--- src/rtl/dram_cmd_pkg.sv ---
package dram_cmd_pkg;
  // {ras_n, cas_n, we_n}, active low
  typedef enum logic [2:0] {
    CMD_ACT = 3'b011,
    CMD_RD  = 3'b101,
    CMD_WR  = 3'b100,
    CMD_PRE = 3'b010,
    CMD_REF = 3'b001,
    CMD_NOP = 3'b111
  } bus_cmd_e;
endpackage

--- src/rtl/col_slot_pipe.sv ---
// Column command schedule: an entry loaded now is due on the bus DEPTH+1 cycles later.
module col_slot_pipe #(
  parameter int DEPTH = 4,
  parameter int BW    = 2
) (
  input  logic          clk_i,
  input  logic          rst_ni,
  input  logic          load_i,
  input  logic [BW-1:0] load_bank_i,
  input  logic          load_wr_i,
  output logic          due_o,
  output logic [BW-1:0] due_bank_o,
  output logic          due_wr_o
);
  logic [DEPTH-1:0] vld_q;
  logic [DEPTH-1:0] wr_q;
  logic [BW-1:0]    bank_q [DEPTH];

  for (genvar k = 0; k < DEPTH; k++) begin : g_stage
    if (k == DEPTH - 1) begin : g_tail
      always_ff @(posedge clk_i or negedge rst_ni) begin
        if (!rst_ni) begin
          vld_q[k]  <= 1'b0;
          wr_q[k]   <= 1'b0;
          bank_q[k] <= '0;
        end else begin
          vld_q[k]  <= load_i;
          wr_q[k]   <= load_wr_i;
          bank_q[k] <= load_bank_i;
        end
      end
    end else begin : g_mid
      always_ff @(posedge clk_i or negedge rst_ni) begin
        if (!rst_ni) begin
          vld_q[k]  <= 1'b0;
          wr_q[k]   <= 1'b0;
          bank_q[k] <= '0;
        end else begin
          vld_q[k]  <= vld_q[k+1];
          wr_q[k]   <= wr_q[k+1];
          bank_q[k] <= bank_q[k+1];
        end
      end
    end
  end

  assign due_o      = vld_q[0];
  assign due_wr_o   = wr_q[0];
  assign due_bank_o = bank_q[0];
endmodule

--- src/rtl/act_spacer.sv ---
// Tracks distance from the last activate to the bus cycle being decided.
module act_spacer #(
  parameter int T_RRD = 2
) (
  input  logic clk_i,
  input  logic rst_ni,
  input  logic act_i,
  output logic ok_o
);
  localparam int CW = $clog2(T_RRD + 1);
  localparam logic [CW-1:0] LIMIT = CW'(T_RRD);

  logic [CW-1:0] dist_q;

  always_ff @(posedge clk_i or negedge rst_ni) begin
    if (!rst_ni)             dist_q <= LIMIT;
    else if (act_i)          dist_q <= CW'(1);
    else if (dist_q < LIMIT) dist_q <= dist_q + CW'(1);
  end

  assign ok_o = dist_q >= LIMIT;
endmodule

--- src/rtl/col_stb_delay.sv ---
// Delays the column-effective strobe by LAT cycles (pass-through at 0).
module col_stb_delay #(
  parameter int LAT = 0,
  parameter int BW  = 2
) (
  input  logic          clk_i,
  input  logic          rst_ni,
  input  logic          stb_i,
  input  logic [BW-1:0] bank_i,
  input  logic          wr_i,
  output logic          stb_o,
  output logic [BW-1:0] bank_o,
  output logic          wr_o
);
  if (LAT == 0) begin : g_thru
    assign stb_o  = stb_i;
    assign bank_o = bank_i;
    assign wr_o   = wr_i;
  end else begin : g_chain
    logic [LAT-1:0] stb_q;
    logic [LAT-1:0] wr_q;
    logic [BW-1:0]  bank_q [LAT];
    for (genvar k = 0; k < LAT; k++) begin : g_stage
      always_ff @(posedge clk_i or negedge rst_ni) begin
        if (!rst_ni) begin
          stb_q[k]  <= 1'b0;
          wr_q[k]   <= 1'b0;
          bank_q[k] <= '0;
        end else if (k == 0) begin
          stb_q[k]  <= stb_i;
          wr_q[k]   <= wr_i;
          bank_q[k] <= bank_i;
        end else begin
          stb_q[k]  <= stb_q[k-1];
          wr_q[k]   <= wr_q[k-1];
          bank_q[k] <= bank_q[k-1];
        end
      end
    end
    assign stb_o  = stb_q[LAT-1];
    assign bank_o = bank_q[LAT-1];
    assign wr_o   = wr_q[LAT-1];
  end
endmodule

--- src/rtl/dram_cmd_sched.sv ---
module dram_cmd_sched
  import dram_cmd_pkg::*;
#(
  parameter int NUM_BANKS = 4,
  parameter int T_RRD     = 2,
  parameter int T_RCD     = 4,
  parameter int ADD_LAT   = 0,
  localparam int BW       = (NUM_BANKS > 1) ? $clog2(NUM_BANKS) : 1
) (
  input  logic          clk_i,
  input  logic          rst_ni,
  input  logic          req_valid_i,
  output logic          req_ready_o,
  input  logic [BW-1:0] req_bank_i,
  input  logic          req_write_i,
  output logic          ras_n_o,
  output logic          cas_n_o,
  output logic          we_n_o,
  output logic [BW-1:0] cmd_bank_o,
  output logic          col_stb_o,
  output logic [BW-1:0] col_bank_o,
  output logic          col_write_o
);
  localparam bit POSTED  = ADD_LAT > 0;
  localparam int COL_DLY = POSTED ? 1 : T_RCD;

  logic          col_due, col_due_wr;
  logic [BW-1:0] col_due_bank;
  logic          rrd_ok, act_go;

  bus_cmd_e      cmd_d, cmd_q;
  logic [BW-1:0] bank_d, bank_q;
  logic          colv_q, colw_q;
  logic [BW-1:0] colb_q;

  // Column command holds its slot; activate waits for a free, spaced slot.
  assign req_ready_o = !col_due && rrd_ok;
  assign act_go      = req_valid_i && req_ready_o;

  col_slot_pipe #(.DEPTH(COL_DLY), .BW(BW)) u_pipe (
    .clk_i       (clk_i),
    .rst_ni      (rst_ni),
    .load_i      (act_go),
    .load_bank_i (req_bank_i),
    .load_wr_i   (req_write_i),
    .due_o       (col_due),
    .due_bank_o  (col_due_bank),
    .due_wr_o    (col_due_wr)
  );

  act_spacer #(.T_RRD(T_RRD)) u_rrd (
    .clk_i  (clk_i),
    .rst_ni (rst_ni),
    .act_i  (act_go),
    .ok_o   (rrd_ok)
  );

  always_comb begin
    cmd_d  = CMD_NOP;
    bank_d = '0;
    if (col_due) begin
      cmd_d  = col_due_wr ? CMD_WR : CMD_RD;
      bank_d = col_due_bank;
    end else if (act_go) begin
      cmd_d  = CMD_ACT;
      bank_d = req_bank_i;
    end
  end

  always_ff @(posedge clk_i or negedge rst_ni) begin
    if (!rst_ni) begin
      cmd_q  <= CMD_NOP;
      bank_q <= '0;
      colv_q <= 1'b0;
      colw_q <= 1'b0;
      colb_q <= '0;
    end else begin
      cmd_q  <= cmd_d;
      bank_q <= bank_d;
      colv_q <= col_due;
      colw_q <= col_due_wr;
      colb_q <= col_due_bank;
    end
  end

  assign {ras_n_o, cas_n_o, we_n_o} = cmd_q;
  assign cmd_bank_o = bank_q;

  col_stb_delay #(.LAT(ADD_LAT), .BW(BW)) u_stb (
    .clk_i  (clk_i),
    .rst_ni (rst_ni),
    .stb_i  (colv_q),
    .bank_i (colb_q),
    .wr_i   (colw_q),
    .stb_o  (col_stb_o),
    .bank_o (col_bank_o),
    .wr_o   (col_write_o)
  );
endmodule

--- config.mk ---
export PLATFORM = sky130hd
export DESIGN_NAME = dram_cmd_sched
export DESIGN_NICKNAME = d
export VERILOG_FILES = /design/src/rtl/dram_cmd_pkg.sv /design/src/rtl/col_slot_pipe.sv /design/src/rtl/act_spacer.sv /design/src/rtl/col_stb_delay.sv /design/src/rtl/dram_cmd_sched.sv
export SDC_FILE = /design/constraint.sdc
export NUM_CORES = 1
export LEC_CHECK = 0
export CORE_MARGIN = 2
export CORE_UTILIZATION = 23
export CTS_BUF_LIST = sky130_fd_sc_hd__clkbuf_8
export DETAILED_ROUTE_END_ITERATION = 10
export PLACE_DENSITY_LB_ADDON = 0.1
export SYNTH_ARGS = -nofsm -noshare
export SYNTH_HDL_FRONTEND = slang
export SYNTH_SLANG_ARGS = --single-unit
--- constraint.sdc ---
create_clock -name clk_i -period 1.5 [get_ports clk_i]
set_clock_uncertainty 0.15 [all_clocks]
set_input_delay 0.3 -clock clk_i [delete_from_list [all_inputs] [get_ports clk_i]]
set_output_delay 0.3 -clock clk_i [all_outputs]
set_load 0.02 [all_outputs]
# Word level (Yosys, flattened, before mapping)
# Index checks and enable logic that the tools add are counted.
totals:
  regBits: 27
  wordCells: 32
  input_bits: 6
  out_inout_bits: 10
classes:
  n_reduce_logical: 4
  addsub: 1
  muxes: 7
  n_lt_le_gt_ge: 2
ops:
  columns: ["cell", "count"]
  rows:
  - ["$mux W2", 4]
  - ["$mux W3", 2]
  - ["$add A2 B1 Y2 const B", 1]
  - ["$ge A2 B2 Y1 const B", 1]
  - ["$logic_and A1 B1 Y1", 2]
  - ["$lt A2 B2 Y1 const B", 1]
  - ["$reduce_bool A2 Y1", 1]
  - ["$logic_not A1 Y1", 1]
  - ["$mux W1", 1]

# Logic depth before layout (Yosys ltp)
# Gate-level depths: netlist (run 1).
depth:
  depth_word: 5
  ltp_mapped: 4
  mapped_depth_nobuf: 4

# Modules after synthesis
# From an unflattened synthesis (run 1), not the netlist that was laid out.
hier_totals:
  hier_cells: 51
  area_unflattened_um2: 827.0
modules_own_cells:
  columns: ["module", "n_inst", "area_each_um2", "cells_each"]
  rows:
  - ["col_slot_pipe", 1, 415.4, 18]
  - ["dram_cmd_sched", 1, 284.0, 20]
  - ["act_spacer", 1, 97.6, 9]
  - ["col_stb_delay", 1, 30.0, 4]

# Worst setup path before layout (run 1)
# OpenSTA, ideal clock, no wires.
synth_path:
  kind: "register to output"
  from: "register u_rrd.dist_q[1]"
  to: "output req_ready_o"
  path_stages_with_launch: 4
  required_ns: 1.050
  t_arrival_ns: 1.081
  setup_slack_ns: -0.031
  path_cell_list: "dfstp_2 -> ha_1 -> nor2_1 -> nor2_1"
synth_via:
  elab_chain_len: 2
synth_lines:
  columns: ["element", "line_no", "rtl"]
  rows:
  - ["from (decl)", "act_spacer.sv:13", "logic [CW-1:0] dist_q;"]
  - ["from (signal assigned)", "act_spacer.sv:18", "else if (dist_q < LIMIT) dist_q <= dist_q + CW'(1);"]
  - ["$ge A2 B2 Y1", "act_spacer.sv:21", "assign ok_o = dist_q >= LIMIT;"]
  - ["$logic_and A1 B1 Y1", "dram_cmd_sched.sv:37", "assign req_ready_o = !col_due && rrd_ok;"]
  - ["to (decl)", "dram_cmd_sched.sv:13", "output logic req_ready_o,"]
# No other way between the ends.

# Worst setup path after layout (run 1)
# Ends and elaborated chain as after synthesis.

==> impl_summary.md, run 1 <==
Placed design
After legalization and detailed placement, the total HPWL measured ~840 um. The final weighted congestion of routability-driven global placement is around 0.63. The cell area after placement is 1070 sq um. The total instance count after detailed placement is approximately 110.

The quantity of I/O buffers inserted on ports is 15.

Timing
The accumulated negative setup slack is -0.157 ns. The fmax is 603 MHz. The final period utilization is 110%. The setup-violating endpoint count in the final report is 1. The total count of hold-check failures in the final report is 0. Across all setup checks in the final design, the least slack found is -0.157 ns. The number of pins with negative max-slew slack in the final report is 0.

The slew of the pin with the lowest slew margin is just over 0.3 ns. The relative slew slack is between 70% and 80%. The worst-case hold slack is 0.197 ns.

For the finished layout, the period the worst path requires is ~1.7 ns. Setup repair after global routing could not meet its margin everywhere.

Power and ir drop
Summing internal, switching and leakage power gives ~2.0 mW. The worst-case vdd ir drop is just over 0.7 mV. The total power per unit cell area is 1790 nW/um^2. The leakage power is between 0.5 and 0.6 nW.

Yosys
Sorting the synthesized cells by area gives the leading types as sky130_fd_sc_hd__dfrtp_1, sky130_fd_sc_hd__dfstp_2, sky130_fd_sc_hd__nand2b_1. The average instance area after synthesis is ~17 sq um. After technology mapping, the gate count stands at 48. Counting distinct cell types in the post-synthesis netlist gives 13.

The share of the synthesized area in the top cell type is a little under three quarters. During synthesis, Yosys emitted a total of 0 warnings. The primary flip-flop cell chosen by synthesis mapping is sky130_fd_sc_hd__dfrtp_1.

The post-synth design cell area is 812 sq um. In the synthesized netlist, the cells that appear most often are sky130_fd_sc_hd__dfrtp_1, sky130_fd_sc_hd__dfstp_2, sky130_fd_sc_hd__nand2b_1. The number of synthesized register bits is 27. In the synthesized netlist the async set-or-reset flop fraction comes to 100%. The largest total area in the synthesized netlist belongs to sky130_fd_sc_hd__dfrtp_1.

The synthesized design contains 0 enable-type register cells. By instance count, the leading cell after synthesis is sky130_fd_sc_hd__dfrtp_1. The portion of the post-synthesis area used by sequential elements is 83.8%. The synthesized net count is between 50 and 60.

Cells and area
Compared with the post-synthesis result, the final layout area differs by 36.8%. After filler insertion, the fill cell instance count of the layout stands at 356. The repair_antennas step left the layout with diodes totalling 0. In the final design database the tool counted 79 nets.

The final instance count without filler cells is around 120. Of the cells placed in the final design, the portion with a size suffix greater than 1 is between 30% and 40%. After routing the design area is 1110 sq um.

Floorplanning
The initial cell density of the core is 24.1%. The floorplan step defined a die boundary enclosing around 4000 sq um. In this run the core area contains 21 standard-cell rows. In this run the standard cell core region covers about 3400 sq um. In this run the vertical extent of the chip is 63.4 um. In this run the count of I/O pins placed on the die edge is 16. The die is 63.4 um wide.

Route
The DRC violation count after routing is 0. Using the TritonRoute via totals, the vias-per-cell ratio works out to 3.53. Dividing the detail-routed wire length by the instance count gives about 11 um.

The count of nets left with antenna violations once routing finished came out at 0. The iteration count of the initial detailed-routing pass is 3. The count of vias placed by the detailed router is 413. In this run, the number of DRC markers left after iteration 0 of detailed routing was 3. The final layout contains routed wiring with a total length of around 1.3 mm.

Clock network
TritonCTS built the clock tree. The clock reaches the later pin of the worst-skew pair after 0.26 ns. Buffers inserted during clock tree synthesis total 3. The number of post-CTS setup repair buffers is 0.

In this run the clock root is driven by a sky130_fd_sc_hd__clkbuf_8. The H-tree depth is 1. The clock transition at the registers of the reported paths is 0.09 ns.

The maximum clock path buffer count is 2. The clock sink count is 27.

Setup path
The worst setup path is captured at a primary output. The critical path is of the reg -> out type. The worst setup path is launched from a register. In this run the register-to-register setup slack is ~0.24 ns. The endpoint identified for the worst register-to-register timing path is cmd_bank_o[1]. In this run the critical register-to-register path is launched from u_rrd.dist_q[0].

The number of cells traversed by the worst register-to-register path is 4. STA puts the critical path data required time at around 1.1 ns. The critical path arrival is between 1 and 1.5 ns. The maximum fanout encountered on the critical timing path is 2.

Global routing
The global-route total usage across every layer is 7.03%. After global routing, the most crowded layer is met2. The number of global-route vias before repair is approximately 430. Entering global routing, the biggest net connects 28 pins.

The global-route wire length before repair is around 2.0 mm. For met1 alone, demand over resource in global routing was 9.08%. Global routing consumed, on the met3 layer, 3.57% of the routing resources. The leftover overflow at the end of global routing is 0. The initial antenna violation count is 0. Global routing consumed, on the met2 layer, 10.1% of the routing resources.

Run status
The final reports fail on negative setup slack. The run finished, with violations left.

Hold path
The worst hold path begins at u_pipe.bank_q[2]. The terminating pin of the worst hold path is u_pipe.bank_q[4]. The number of cells on the worst hold path is 0. The min-delay analysis places its worst path in the category reg -> reg.

Run
Max-cap violations in this run came to 0.
report_power, final:
part	switching [mW]	internal [mW]
Combinational	0.334	0.315
Clock	0.209	0.185
Sequential	0.0560	0.895
Total	0.599	1.39
metal layers:
| layer | vias to the layer above | wire [um] |
|---|---|---|
| li1 | 195 | - |
| met1 | 208 | 588 |
| met2 | 8 | 613 |
| met3 | 2 | 58 |
| met4 | 0 | 15 |
| met5 | - | 0 |
logic make-up (layout without fill, tap and decap cells):
kind of cell / count (synthesis) / count (layout) / share of synthesized area (%)
fa+ha+maj: 1 / 1 / 1.54
buf+inv: 4 / 27 / 2.00
flops: 27 / 27 / 83.8
simple gates: 10 / 10 / 5.85
xor+xnor: 1 / 1 / 1.08
compound gates: 5 / 5 / 5.70
worst max-delay path by stage:
stage               cells past startpoint  slack (ns)             from     endpoint
floorplan                               3        0.05  u_rrd.dist_q[1]  req_ready_o
global placement                        4       -0.36  u_rrd.dist_q[1]  req_ready_o
detailed placement                      4       -0.37  u_rrd.dist_q[1]  req_ready_o
CTS                                     4       -0.17  u_rrd.dist_q[1]  req_ready_o
global route                            4       -0.23  u_rrd.dist_q[1]  req_ready_o
finish                                  4       -0.16  u_rrd.dist_q[1]  req_ready_o
metrics by stage:
| step | util, % | setup slack (ns) |
|---|---|---|
| final | 33.0 | -0.157 |
| after global routing | 33.0 | -0.230 |
| after CTS | 33.2 | -0.173 |
| after detailed placement | 31.7 | -0.368 |
| after global placement | 31.7 | -0.361 |
| after floorplan | - | 0.0536 |
cells in the final DEF (no fill, tap or decap):
master	instances
sky130_fd_sc_hd__a2bb2oi_2	1
sky130_fd_sc_hd__xor2_1	1
sky130_fd_sc_hd__buf_6	2
sky130_fd_sc_hd__dfrtp_1	23
sky130_fd_sc_hd__buf_2	3
sky130_fd_sc_hd__o21ai_2	1
sky130_fd_sc_hd__inv_1	3
sky130_fd_sc_hd__nor2_1	1
sky130_fd_sc_hd__a22oi_2	1
sky130_fd_sc_hd__dlygate4sd2_1	6
sky130_fd_sc_hd__clkinv_2	1
sky130_fd_sc_hd__nand2b_1	4
sky130_fd_sc_hd__nand2_1	3
sky130_fd_sc_hd__o21ai_1	2
sky130_fd_sc_hd__clkbuf_8	3
sky130_fd_sc_hd__clkdlybuf4s50_1	5
sky130_fd_sc_hd__buf_12	1
sky130_fd_sc_hd__dfstp_2	4
sky130_fd_sc_hd__buf_4	3
sky130_fd_sc_hd__nor2_2	2
sky130_fd_sc_hd__ha_4	1
worst max-delay path, stage by stage (launching register included):
cell	delay (ns)
sky130_fd_sc_hd__dfstp_2	0.57
sky130_fd_sc_hd__ha_4	0.14
sky130_fd_sc_hd__nor2_2	0.04
sky130_fd_sc_hd__nor2_2	0.08
sky130_fd_sc_hd__buf_6	0.12
state kept, by name, indices dropped and copies added (netlist names):
signal,count
u_pipe.bank_q,6
cmd_q,3
u_pipe.vld_q,3
u_pipe.wr_q,3
cmd_bank_o,2
colb_q,2
u_pipe.due_bank_o,2
u_rrd.dist_q,2
colv_q,1
colw_q,1
u_pipe.due_o,1
u_pipe.due_wr_o,1
layout make-up:
type                       count  area [sq um]  area share (%)
multi-input combinational     17           133            11.9
clock inverter                 1          5.00           0.450
clock buffer                   3          41.3            3.72
inverter                       3          11.3            1.01
sequential                    27           681            61.3
tap                           46          57.6            5.18
timing repair buffer          20           183            16.4
what timing repair did:
action                                  in CTS  in global routing
endpoints found under the setup margin      10                  2
resized for setup                           27                  1
cloned                                       0                  0
pin swaps                                    0                  0
hold buffers                                 0                  0
Note: power is estimated with default switching activity, not from simulation.
==> run 2, diff against run 1 <==
--- a/config.mk
+++ b/config.mk
@@ -12,2 +12,3 @@
 export PLACE_DENSITY_LB_ADDON = 0.1
+export SLEW_MARGIN = 20
 export SYNTH_ARGS = -nofsm -noshare
==> constraint.sdc (replaced) <==
create_clock -name clk_i -period 1.5 [get_ports clk_i]
set_clock_uncertainty 0.15 [all_clocks]
set_input_delay 0.375 -clock clk_i [delete_from_list [all_inputs] [get_ports clk_i]]
set_output_delay 0.375 -clock clk_i [all_outputs]
set_load 0.02 [all_outputs]
==> run 2 against run 1 <==
  * The run still ends with negative setup slack left
  * Worst hold slack improved by 0.0053 ns
  * Via count increased by 2.7%
  * Flip-flop and latch count unchanged
  * Cell count increased by 1.7%
  * Sequential power about the same
  * First-iteration DRC count increased to 2.7 times the previous value
  * Maximum frequency decreased by 3.0%
  * Power increased by 3.0%
  * Non-clock buffer count increased by 2
==> impl_summary.md, run 2 (same netlist as run 1, synthesis figures left out) <==
Timing
The total count of hold-check failures in the final report is 0. The final period utilization is 114%. The slew of the pin with the lowest slew margin is 0.282 ns. After layout, the worst setup slack is -0.208 ns. For this run, the top clock speed supported by timing is between 500 and 600 MHz. The number of pins with negative max-slew slack in the final report is 0. The relative slew slack is 81.2%. Setup repair after global routing could not meet its margin everywhere. The setup-violating endpoint count in the final report is 1.

The post-route minimum period is around 1.7 ns.

Cells and area
In the final layout, flip-flops and latches occupy roughly 680 sq um. In the final layout, the multi-input gates occupy 138 sq um. The register with the most flip-flops is u_pipe.bank_q. In the final design database the tool counted between 80 and 90 nets.

The final-layout fill cell count is around 350. Compared with the post-synthesis result, the final layout area differs by 40.4%. The register with the most flip-flops in the layout has 6 of them. The core utilization of the finished layout is roughly a third.

The layout cell share with drive strength beyond 1 is between 30% and 40%. The library cell used most frequently in the layout, excluding fill and tap cells, is sky130_fd_sc_hd__dfrtp_1. In the layout the commonest cells are sky130_fd_sc_hd__dfrtp_1, sky130_fd_sc_hd__buf_4, sky130_fd_sc_hd__clkdlybuf4s50_1, sky130_fd_sc_hd__clkdlybuf4s15_1. With fillers left out, the area of the finished cells amounts to roughly 1100 sq um. 0 antenna diodes ended up in the layout.

Route
The DRC violation count after routing is 0. The detail-routed via count per cell is 3.56. Once detail routing completed, the nets flagged for antenna violations numbered 0. The count of vias placed by the detailed router is 424. The detailed router finished its first iteration with 8 violations.

After detailed routing, the total wire length is 1.21 mm. The iteration count of the initial detailed-routing pass is 4. After detailed routing, the average wire length per cell comes to 10.1 um.

Floorplanning
The floorplan step set the die width to 63.4 um. The floorplan has 21 rows. Once the floorplan was initialized, standard cells occupied around 24% of the core.

The full die area is 4020 sq um. The core region is approximately 3400 sq um. The height of the chip is ~63 um. In this run the count of I/O pins placed on the die edge is 16.

Hold path
The number of cells on the worst hold path is 0. In this run the worst hold path is classified as reg -> reg.

Clock network
The clock tree from TritonCTS is yes. The clock passes through at most 2 buffers. Clock tree synthesis selected as its root buffer the cell sky130_fd_sc_hd__clkbuf_8. The clock transition at the registers of the reported paths is 0.09 ns. The tree built by TritonCTS fans out to 27 sinks. The count of hold-fix buffers inserted at cts is 0. The later pin in the worst-skew pair is clocked with a latency of 0.27 ns. The H-tree depth is 1. TritonCTS created 3 clock buffers.

Run status
The checks that failed: negative setup slack. The run finished, with violations left.

Setup path
The critical path arrival is approximately 1.2 ns. The startpoint kind of the worst setup timing path is a register. The highest-delay cell along the critical path is sky130_fd_sc_hd__dfstp_2. STA classifies the critical path endpoint as a primary output.

The signal on the critical path passes through ha_4 > nor2_2 > nor2_4 > buf_6. In this design, the stage delay of the slowest critical-path cell is 0.56 ns. At the worst endpoint, the required time is 0.97 ns. The critical path runs through a total of 4 cells. In this design, the largest share of critical-path delay is due to flip-flops. Of all nets on the critical path, the largest fanout is 2.

The category of the most critical setup path is reg -> out. The number of buffers and inverters on the critical path is 1. Measured in cells, the most critical reg-to-reg path has a length of 5.

Placed design
At the end of routability-driven placement, the weighted congestion stood at approximately 0.68. Before CTS, the worst setup slack after placement is -0.452 ns. Detailed placement finished with a half-perimeter wire length of 790 um. Buffers placed on the I/O ports in this run total 15.

The cell area after placement is 1090 sq um.

Run
Across the run, the number of max-cap violations was 0.

Power and ir drop
For this design the static power due to leakage is 0.507 nW. The worst-case IR drop observed on VDD is just over 0.7 mV. The total power per unit cell area is between 1500 and 2000 nW/um^2.

Global routing
The number of global-route vias before repair is between 400 and 500. The initial antenna violation count is 0. The global-route total usage across every layer is about 7.5%.

The leftover overflow at the end of global routing is 0. The global-route wire length before repair is about 2.2 mm. Entering global routing, the biggest net connects 28 pins.
run 2: through the flow:
step,hold slack (ns),TNS [ns],std cells,power [mW]
CTS,0.206,-0.219,119,2.07
global route,0.206,-0.257,119,2.20
global placement,0.184,-0.774,114,1.68
floorplan,-0.0706,0,48,1.36
detailed placement,0.185,-0.787,114,1.69
finish,0.203,-0.208,119,2.05
run 2: path summary, 6_finish.rpt:
path | slack, ns | end | startpoint
worst max-delay path | -0.21 | req_ready_o | u_rrd.dist_q[1]
worst min-delay path | 0.20 | u_pipe.wr_q[2] | u_pipe.wr_q[3]
worst max register to register | 0.17 | cmd_bank_o[0] | u_rrd.dist_q[0]
worst min register to register | 0.20 | u_pipe.wr_q[2] | u_pipe.wr_q[3]
max in group asynchronous | 0.66 | u_rrd.dist_q[1] | rst_ni
min in group asynchronous | 0.31 | u_pipe.due_wr_o | rst_ni
run 2: layout make-up:
class	count	area share, %
flip-flops and latches	27	59.7
multi-input cells	17	12.1
inverters	3	0.988
well taps	46	5.05
repair buffers	22	17.9
clock inverters	1	0.659
clock buffers	3	3.62
run 2: repair_timing:
action	CTS	global route
resized for setup	24	10
setup buffers	1	0
setup endpoints to repair	10	10
pin swaps	2	0
run 2: layer usage:
metal,GRT usage (%),vias to the layer above,wire (um)
li1,-,201,-
met1,9.46,208,583
met2,10.9,13,543
met3,3.39,2,65
met4,3.26,0,15
met5,0,-,0
run 2: power breakdown:
| part | switching (mW) | internal, mW | leakage, nW |
|---|---|---|---|
| Combinational | 0.343 | 0.355 | 0.167 |
| Clock | 0.215 | 0.188 | 0.0217 |
| Sequential | 0.0575 | 0.895 | 0.318 |
| Total | 0.616 | 1.44 | 0.507 |
